`src/rtl/bch_syn_pkg.sv`:
```
package bch_syn_pkg;

    localparam int GF_M      = 13;
    localparam int MAX_T     = 24;
    localparam int NUM_SYN   = 2 * MAX_T;
    localparam int WORD_W    = 32;
    localparam int HALF_W    = WORD_W / 2;
    localparam int NUM_WORDS = MAX_T / 2;
    localparam int IDX_W     = $clog2(NUM_SYN + 1);
    localparam int BIT_W     = $clog2(GF_M);

    // low terms of x^13 + x^4 + x^3 + x + 1
    localparam logic [GF_M-1:0] PRIM_LOW = 13'h001B;
    localparam logic [GF_M-1:0] ALPHA_1  = 13'h0002;
    localparam logic [GF_M-1:0] ALPHA_2  = 13'h0004;

    typedef logic [GF_M-1:0] gf_t;
    typedef logic [IDX_W-1:0] idx_t;

    typedef enum logic [1:0] {
        ST_IDLE,
        ST_ODD_LOAD,
        ST_ODD_RUN,
        ST_EVEN
    } syn_state_e;

    typedef struct packed {
        syn_state_e st;
        idx_t       k;      // odd partial counter 0..t-1
        idx_t       ev;     // even syndrome index
        idx_t       t;      // latched capability
        gf_t        ai;     // alpha^(2k+1)
        logic       done;
    } syn_ctl_t;

    function automatic gf_t gf_xtime(gf_t x);
        return {x[GF_M-2:0], 1'b0} ^ (x[GF_M-1] ? PRIM_LOW : '0);
    endfunction

    function automatic gf_t gf_mul(gf_t a, gf_t b);
        gf_t r;
        r = '0;
        for (int n = GF_M - 1; n >= 0; n--) begin
            r = gf_xtime(r) ^ (b[n] ? a : '0);
        end
        return r;
    endfunction

    function automatic gf_t gf_sq(gf_t a);
        return gf_mul(a, a);
    endfunction

    function automatic idx_t cap_decode(logic [2:0] code);
        case (code)
            3'd1:    return idx_t'(4);
            3'd2:    return idx_t'(8);
            3'd3:    return idx_t'(12);
            3'd4:    return idx_t'(24);
            default: return idx_t'(2);
        endcase
    endfunction

endpackage

```
`src/rtl/bch_odd_accum.sv`:
```
module bch_odd_accum
    import bch_syn_pkg::*;
(
    input  logic clk,
    input  logic rst,
    input  logic load_i,
    input  logic step_i,
    input  gf_t  base_i,
    input  gf_t  part_i,
    output gf_t  sum_o,
    output logic last_o
);
    gf_t              acc_q;
    gf_t              pw_q;
    gf_t              mult_q;
    gf_t              part_q;
    logic [BIT_W-1:0] bit_q;

    assign sum_o  = acc_q ^ (part_q[0] ? pw_q : '0);
    assign last_o = (bit_q == BIT_W'(GF_M - 1));

    always_ff @(posedge clk) begin
        if (rst) begin
            acc_q  <= '0;
            pw_q   <= '0;
            mult_q <= '0;
            part_q <= '0;
            bit_q  <= '0;
        end else if (load_i) begin
            acc_q  <= '0;
            pw_q   <= gf_t'(1);
            mult_q <= base_i;
            part_q <= part_i;
            bit_q  <= '0;
        end else if (step_i) begin
            acc_q  <= sum_o;
            pw_q   <= gf_mul(pw_q, mult_q);
            part_q <= part_q >> 1;
            bit_q  <= bit_q + 1'b1;
        end
    end
endmodule

```
`src/rtl/bch_syn_store.sv`:
```
module bch_syn_store
    import bch_syn_pkg::*;
(
    input  logic clk,
    input  logic rst,
    input  logic clear_i,
    input  logic wr_en_i,
    input  idx_t wr_idx_i,
    input  gf_t  wr_data_i,
    input  idx_t sq_idx_i,
    output gf_t  sq_data_o,
    input  idx_t rd_idx_i,
    output gf_t  rd_data_o
);
    gf_t slot_q [1:NUM_SYN];

    for (genvar g = 1; g <= NUM_SYN; g++) begin : g_slot
        always_ff @(posedge clk) begin
            if (rst || clear_i) begin
                slot_q[g] <= '0;
            end else if (wr_en_i && wr_idx_i == idx_t'(g)) begin
                slot_q[g] <= wr_data_i;
            end
        end
    end

    always_comb begin
        sq_data_o = '0;
        rd_data_o = '0;
        if (sq_idx_i >= idx_t'(1) && sq_idx_i <= idx_t'(NUM_SYN)) begin
            sq_data_o = slot_q[sq_idx_i];
        end
        if (rd_idx_i >= idx_t'(1) && rd_idx_i <= idx_t'(NUM_SYN)) begin
            rd_data_o = slot_q[rd_idx_i];
        end
    end
endmodule

```
`src/rtl/bch_syn_expand.sv`:
```
module bch_syn_expand
    import bch_syn_pkg::*;
(
    input  logic                        clk,
    input  logic                        rst,
    input  logic                        start_i,
    input  logic [2:0]                  cap_code_i,
    input  logic [NUM_WORDS*WORD_W-1:0] psyn_words_i,
    input  logic [IDX_W-1:0]            rd_idx_i,
    output logic [GF_M-1:0]             rd_syn_o,
    output logic                        busy_o,
    output logic                        done_o
);
    localparam int SEL_W = $clog2(NUM_WORDS * WORD_W);

    syn_ctl_t ctl_q, ctl_d;

    logic acc_load, acc_step, acc_last;
    gf_t  acc_sum;
    gf_t  part_sel;
    logic st_clear, st_wr_en;
    idx_t st_wr_idx;
    gf_t  st_wr_data;
    idx_t sq_idx;
    gf_t  sq_data;
    logic [SEL_W-1:0] part_base;

    // word k/2, low half for even k, high half for odd k
    assign part_base = SEL_W'((32'(ctl_q.k) >> 1) * WORD_W + (ctl_q.k[0] ? HALF_W : 0));
    assign part_sel  = psyn_words_i[part_base +: GF_M];
    assign sq_idx    = ctl_q.ev >> 1;

    always_comb begin
        ctl_d      = ctl_q;
        ctl_d.done = 1'b0;
        acc_load   = 1'b0;
        acc_step   = 1'b0;
        st_clear   = 1'b0;
        st_wr_en   = 1'b0;
        st_wr_idx  = '0;
        st_wr_data = '0;
        case (ctl_q.st)
            ST_IDLE: begin
                if (start_i) begin
                    st_clear = 1'b1;
                    ctl_d.t  = cap_decode(cap_code_i);
                    ctl_d.k  = '0;
                    ctl_d.ai = ALPHA_1;
                    ctl_d.st = ST_ODD_LOAD;
                end
            end
            ST_ODD_LOAD: begin
                acc_load = 1'b1;
                ctl_d.st = ST_ODD_RUN;
            end
            ST_ODD_RUN: begin
                acc_step = 1'b1;
                if (acc_last) begin
                    st_wr_en   = 1'b1;
                    st_wr_idx  = idx_t'({ctl_q.k, 1'b1});
                    st_wr_data = acc_sum;
                    ctl_d.ai   = gf_mul(ctl_q.ai, ALPHA_2);
                    if (ctl_q.k == ctl_q.t - 1'b1) begin
                        ctl_d.ev = idx_t'(2);
                        ctl_d.st = ST_EVEN;
                    end else begin
                        ctl_d.k  = ctl_q.k + 1'b1;
                        ctl_d.st = ST_ODD_LOAD;
                    end
                end
            end
            ST_EVEN: begin
                st_wr_en   = 1'b1;
                st_wr_idx  = ctl_q.ev;
                st_wr_data = gf_sq(sq_data);
                if (ctl_q.ev == idx_t'({ctl_q.t, 1'b0})) begin
                    ctl_d.done = 1'b1;
                    ctl_d.st   = ST_IDLE;
                end else begin
                    ctl_d.ev = ctl_q.ev + idx_t'(2);
                end
            end
            default: ctl_d.st = ST_IDLE;
        endcase
    end

    always_ff @(posedge clk) begin
        if (rst) begin
            ctl_q    <= '0;
            ctl_q.st <= ST_IDLE;
        end else begin
            ctl_q <= ctl_d;
        end
    end

    bch_odd_accum u_odd (
        .clk    (clk),
        .rst    (rst),
        .load_i (acc_load),
        .step_i (acc_step),
        .base_i (ctl_q.ai),
        .part_i (part_sel),
        .sum_o  (acc_sum),
        .last_o (acc_last)
    );

    bch_syn_store u_store (
        .clk       (clk),
        .rst       (rst),
        .clear_i   (st_clear),
        .wr_en_i   (st_wr_en),
        .wr_idx_i  (st_wr_idx),
        .wr_data_i (st_wr_data),
        .sq_idx_i  (sq_idx),
        .sq_data_o (sq_data),
        .rd_idx_i  (rd_idx_i),
        .rd_data_o (rd_syn_o)
    );

    assign busy_o = (ctl_q.st != ST_IDLE);
    assign done_o = ctl_q.done;
endmodule

```
`config.mk`:
```
export PLATFORM = sky130hd
export DESIGN_NAME = bch_syn_expand
export DESIGN_NICKNAME = d
export VERILOG_FILES = /design/src/rtl/bch_syn_pkg.sv /design/src/rtl/bch_odd_accum.sv /design/src/rtl/bch_syn_store.sv /design/src/rtl/bch_syn_expand.sv
export SDC_FILE = /design/constraint.sdc
export NUM_CORES = 2
export LEC_CHECK = 0
export BUFFER_PORTS_ARGS = -buffer_cell sky130_fd_sc_hd__clkbuf_2
export CORE_MARGIN = 2
export CORE_UTILIZATION = 45
export CTS_CLUSTER_DIAMETER = 100
export DETAILED_ROUTE_END_ITERATION = 7
export PLACE_DENSITY = 0.67
export SETUP_SLACK_MARGIN = 0.05
export SLEW_MARGIN = 20
export SYNTH_ARGS = -nofsm -noshare
export SYNTH_HDL_FRONTEND = slang
export SYNTH_SLANG_ARGS = --single-unit
```
`constraint.sdc`:
```
create_clock -name clk -period 7.3 [get_ports clk]
set_input_delay 0.73 -clock clk [delete_from_list [all_inputs] [get_ports clk]]
set_output_delay 0.73 -clock clk [all_outputs]
set_load 0.03 [all_outputs]
```
==> impl_metrics.yaml <==
yosys:
  synth_edf_count: 624
  synth_area_leaders: "edfxtp_1, mux4_2, nor2_1"
  synth_nets: 3664
  synthArstFlopShare_pct: 0
  yosys_warnings: 0
  ys_types: 62
  synthTopCellsByCount: "nor2_1, edfxtp_1, mux4_2, nand2_1, clkbuf_1"
  synth.most_common_cell: "nor2_1"
  synth_top_area_cell: "edfxtp_1"
  syn_inst: 3258
  synthFlopType: "edfxtp_1"
  yosysSeqAreaShare_pct: 51.12
  netlist.area_leader.share_pct: 46.55
  ys_ff_latch: 716
  synth_area_um2: 40250
  avgSynthCellArea_um2: 12.36
layout:
  nets: 3845
  nFillCells: 7434
  drive_gt1_share_pct: 26.99
  final_area_um2: 45360
  area_growth_pct: 12.68
routing:
  viasPerCell: 6.198
  firstDrtPassIters: 6
  drc: 0
  dr_wl_met2_um: 60820
  wl_met3_um: 14800
  vias: 28920
  final_antenna_net_count: 0
  drt-total-wl_um: 129100
  drt_iter0_markers: 3681
  highest_layer: "met5"
  wl_met1_um: 47540
  wl_per_cell_um: 27.68
placed_design:
  portBuffers: 338
  place_hpwl_um: 86000
  gp_congestion: 0.9545
  post-place-ws_ns: 2.396
  postPlaceCellArea_um2: 42860
sta:
  hold_slack_ns: 0.4641
  finalCritPeriodShare_pct: 68.11
  rsz0062_at_grt: "no"
  setup_ws_ns: 2.328
  finalSetupTns_ns: 0
  slew_headroom_pct: 20.58
  final.min_clock_period_ns: 4.972
  tightest_slew_ns: 1.184
  maxSlewViolCount: 0
  final_hold_viol_count: 0
  setup_violations: 0
  fmax_mhz: 201.1
  fin_worst_skew_ns: 0.03482
clocking:
  cts-resized-gates: 0
  cts_hold_buf: 0
  clock-root-buffer: "clkbuf_16"
  htree_levels: 3
  cts_buffers: 76
  clk_pin_slew_ns: 0.07
  clock_latency_ns: 0.64
  cts_sinks: 716
  clk_path_buf_depth: 3
  cts_setup_buffers: 0
  cts_tree: "done"
setup_path:
  critPathMaxStageDelay_ns: 0.92
  crit_slowest_cell: "dfxtp_4"
  ff2ff_setup_slack_ns: 2.33
  critPathTopFamily: "compound AO/OA/AOI/OAI gates"
  critical_path.max_fanout: 40
  end_kind: "register"
  crit_buf_inv: 2
  worstSetupPathType: "reg -> reg"
  worstPathArrival_ns: 5.32
  start_kind: "register"
  path_cells: "buf_4 > mux2i_1 > a21oi_1 > mux4_2 > xnor3_1 > nor2_1 > o211a_1 > a21oi_4 > buf_4 > nor2_1"
  crit_required_ns: 7.64
floorplanning:
  die_h_um: 303.1
  design.die.area_um2: 91860
  ioPinCount: 411
  coreArea_um2: 88510
  start_util_pct: 45.48
  fp.dieW_um: 303.1
  num_rows: 109
power:
  peakVddDrop_mv: 0.1569
  power_density_nw_per_um2: 263.1
  p_leak_nw: 15.36
flow_run:
  cap_violations: 0
global_route:
  grt.total_usage_pct: 28.35
  grt.overflow.total: 0
  antenna_found_initial: 8
  grt_pass1_wl_um: 189300
  grt_max_degree: 85
  grt_pass1_vias: 28290
hold_path:
  worstHoldPathType: "reg -> reg"
run_status:
  status: "finished, final reports clean"
-- path summary, 6_finish.rpt --
kind                                  startpoint                    end  depth (start not counted)
worst max register to register          register  u_store.slot_q[34][3]                         10
worst max-delay path                    register  u_store.slot_q[34][3]                         10
worst min-delay path            u_odd.part_q[12]       u_odd.part_q[12]                          2
worst min register to register  u_odd.part_q[12]       u_odd.part_q[12]                          2
-- cell type report --
type	count	area (µm²)	share of cell area, %
Clock buffer	90	1974	4.353
Multi-Input combinational cell	2202	18360	40.47
Timing Repair Buffer	424	2401	5.294
Clock inverter	47	489.2	1.079
Tap cell	1165	1458	3.214
Antenna cell	3	7.507	0.01655
Sequential cell	716	20600	45.41
Inverter	19	71.32	0.1572
-- metrics by stage --
step	utilization, %	total power, W	std cells
global route	51.24	0.01231	4665
floorplan	-	0.007111	3258
detailed placement	48.42	0.008101	4525
finish	51.24	0.01193	4666
CTS	51.20	0.01192	4662
global placement	48.42	0.008040	4525
-- placed cells by master (no fill, tap or decap), types with 19 or more instances in the layout --
cell type	count
nand2_1	294
edfxtp_1	624
nor2_1	779
clkbuf_2	334
xor2_1	67
clkbuf_16	76
mux2i_1	88
buf_4	84
mux4_2	345
xnor2_1	149
dfxtp_1	85
a211oi_1	119
o21ai_1	33
nor2b_1	29
inv_1	19
a21oi_1	85
-- where the power goes --
| group | switching (W) | total [W] | internal (W) |
|---|---|---|---|
| sequential | 0.000309 | 0.00551 | 0.00521 |
| clock | 0.00166 | 0.00387 | 0.00220 |
| combinational | 0.00157 | 0.00255 | 0.000980 |
-- worst register-to-register path, delay by kind of cell, from the launching register on --
family	cells	cell delay, ns
flip-flops	1	0.92
buffers and inverters	2	1.05
AND/OR/NAND/NOR	2	0.24
multiplexers	2	0.92
XOR/XNOR	1	0.43
AO/OA/AOI/OAI	3	1.15
-- flip-flops by register name (all words and copies together), names as in the netlist, named ones only --
signal / cells
ctl_q: 30
done_o: 1
u_odd.acc_q: 13
u_odd.bit_q: 4
u_odd.mult_q: 13
u_odd.part_q: 13
u_odd.pw_q: 13
u_store.slot_q: 624
-- cells by family after synthesis --
family                     synth area share, %
adders and majority gates               0.3108
and+or+nand+nor                          11.33
muxes                                    21.88
DFF                                      51.12
xor gates and xnor gates                 5.694
buffers and inverters                    3.702
AOI/OAI and AO/OA                        5.955
-- per-layer routing --
| metal | track usage [%] | up-vias |
|---|---|---|
| met5 | 0 | - |
| met1 | 36.96 | 14530 |
| met4 | 12.68 | 10 |
| met2 | 44.99 | 1798 |
| met3 | 7.154 | 254 |
| li1 | - | 12330 |
No activity file was read; power rests on OpenSTA's default activity.
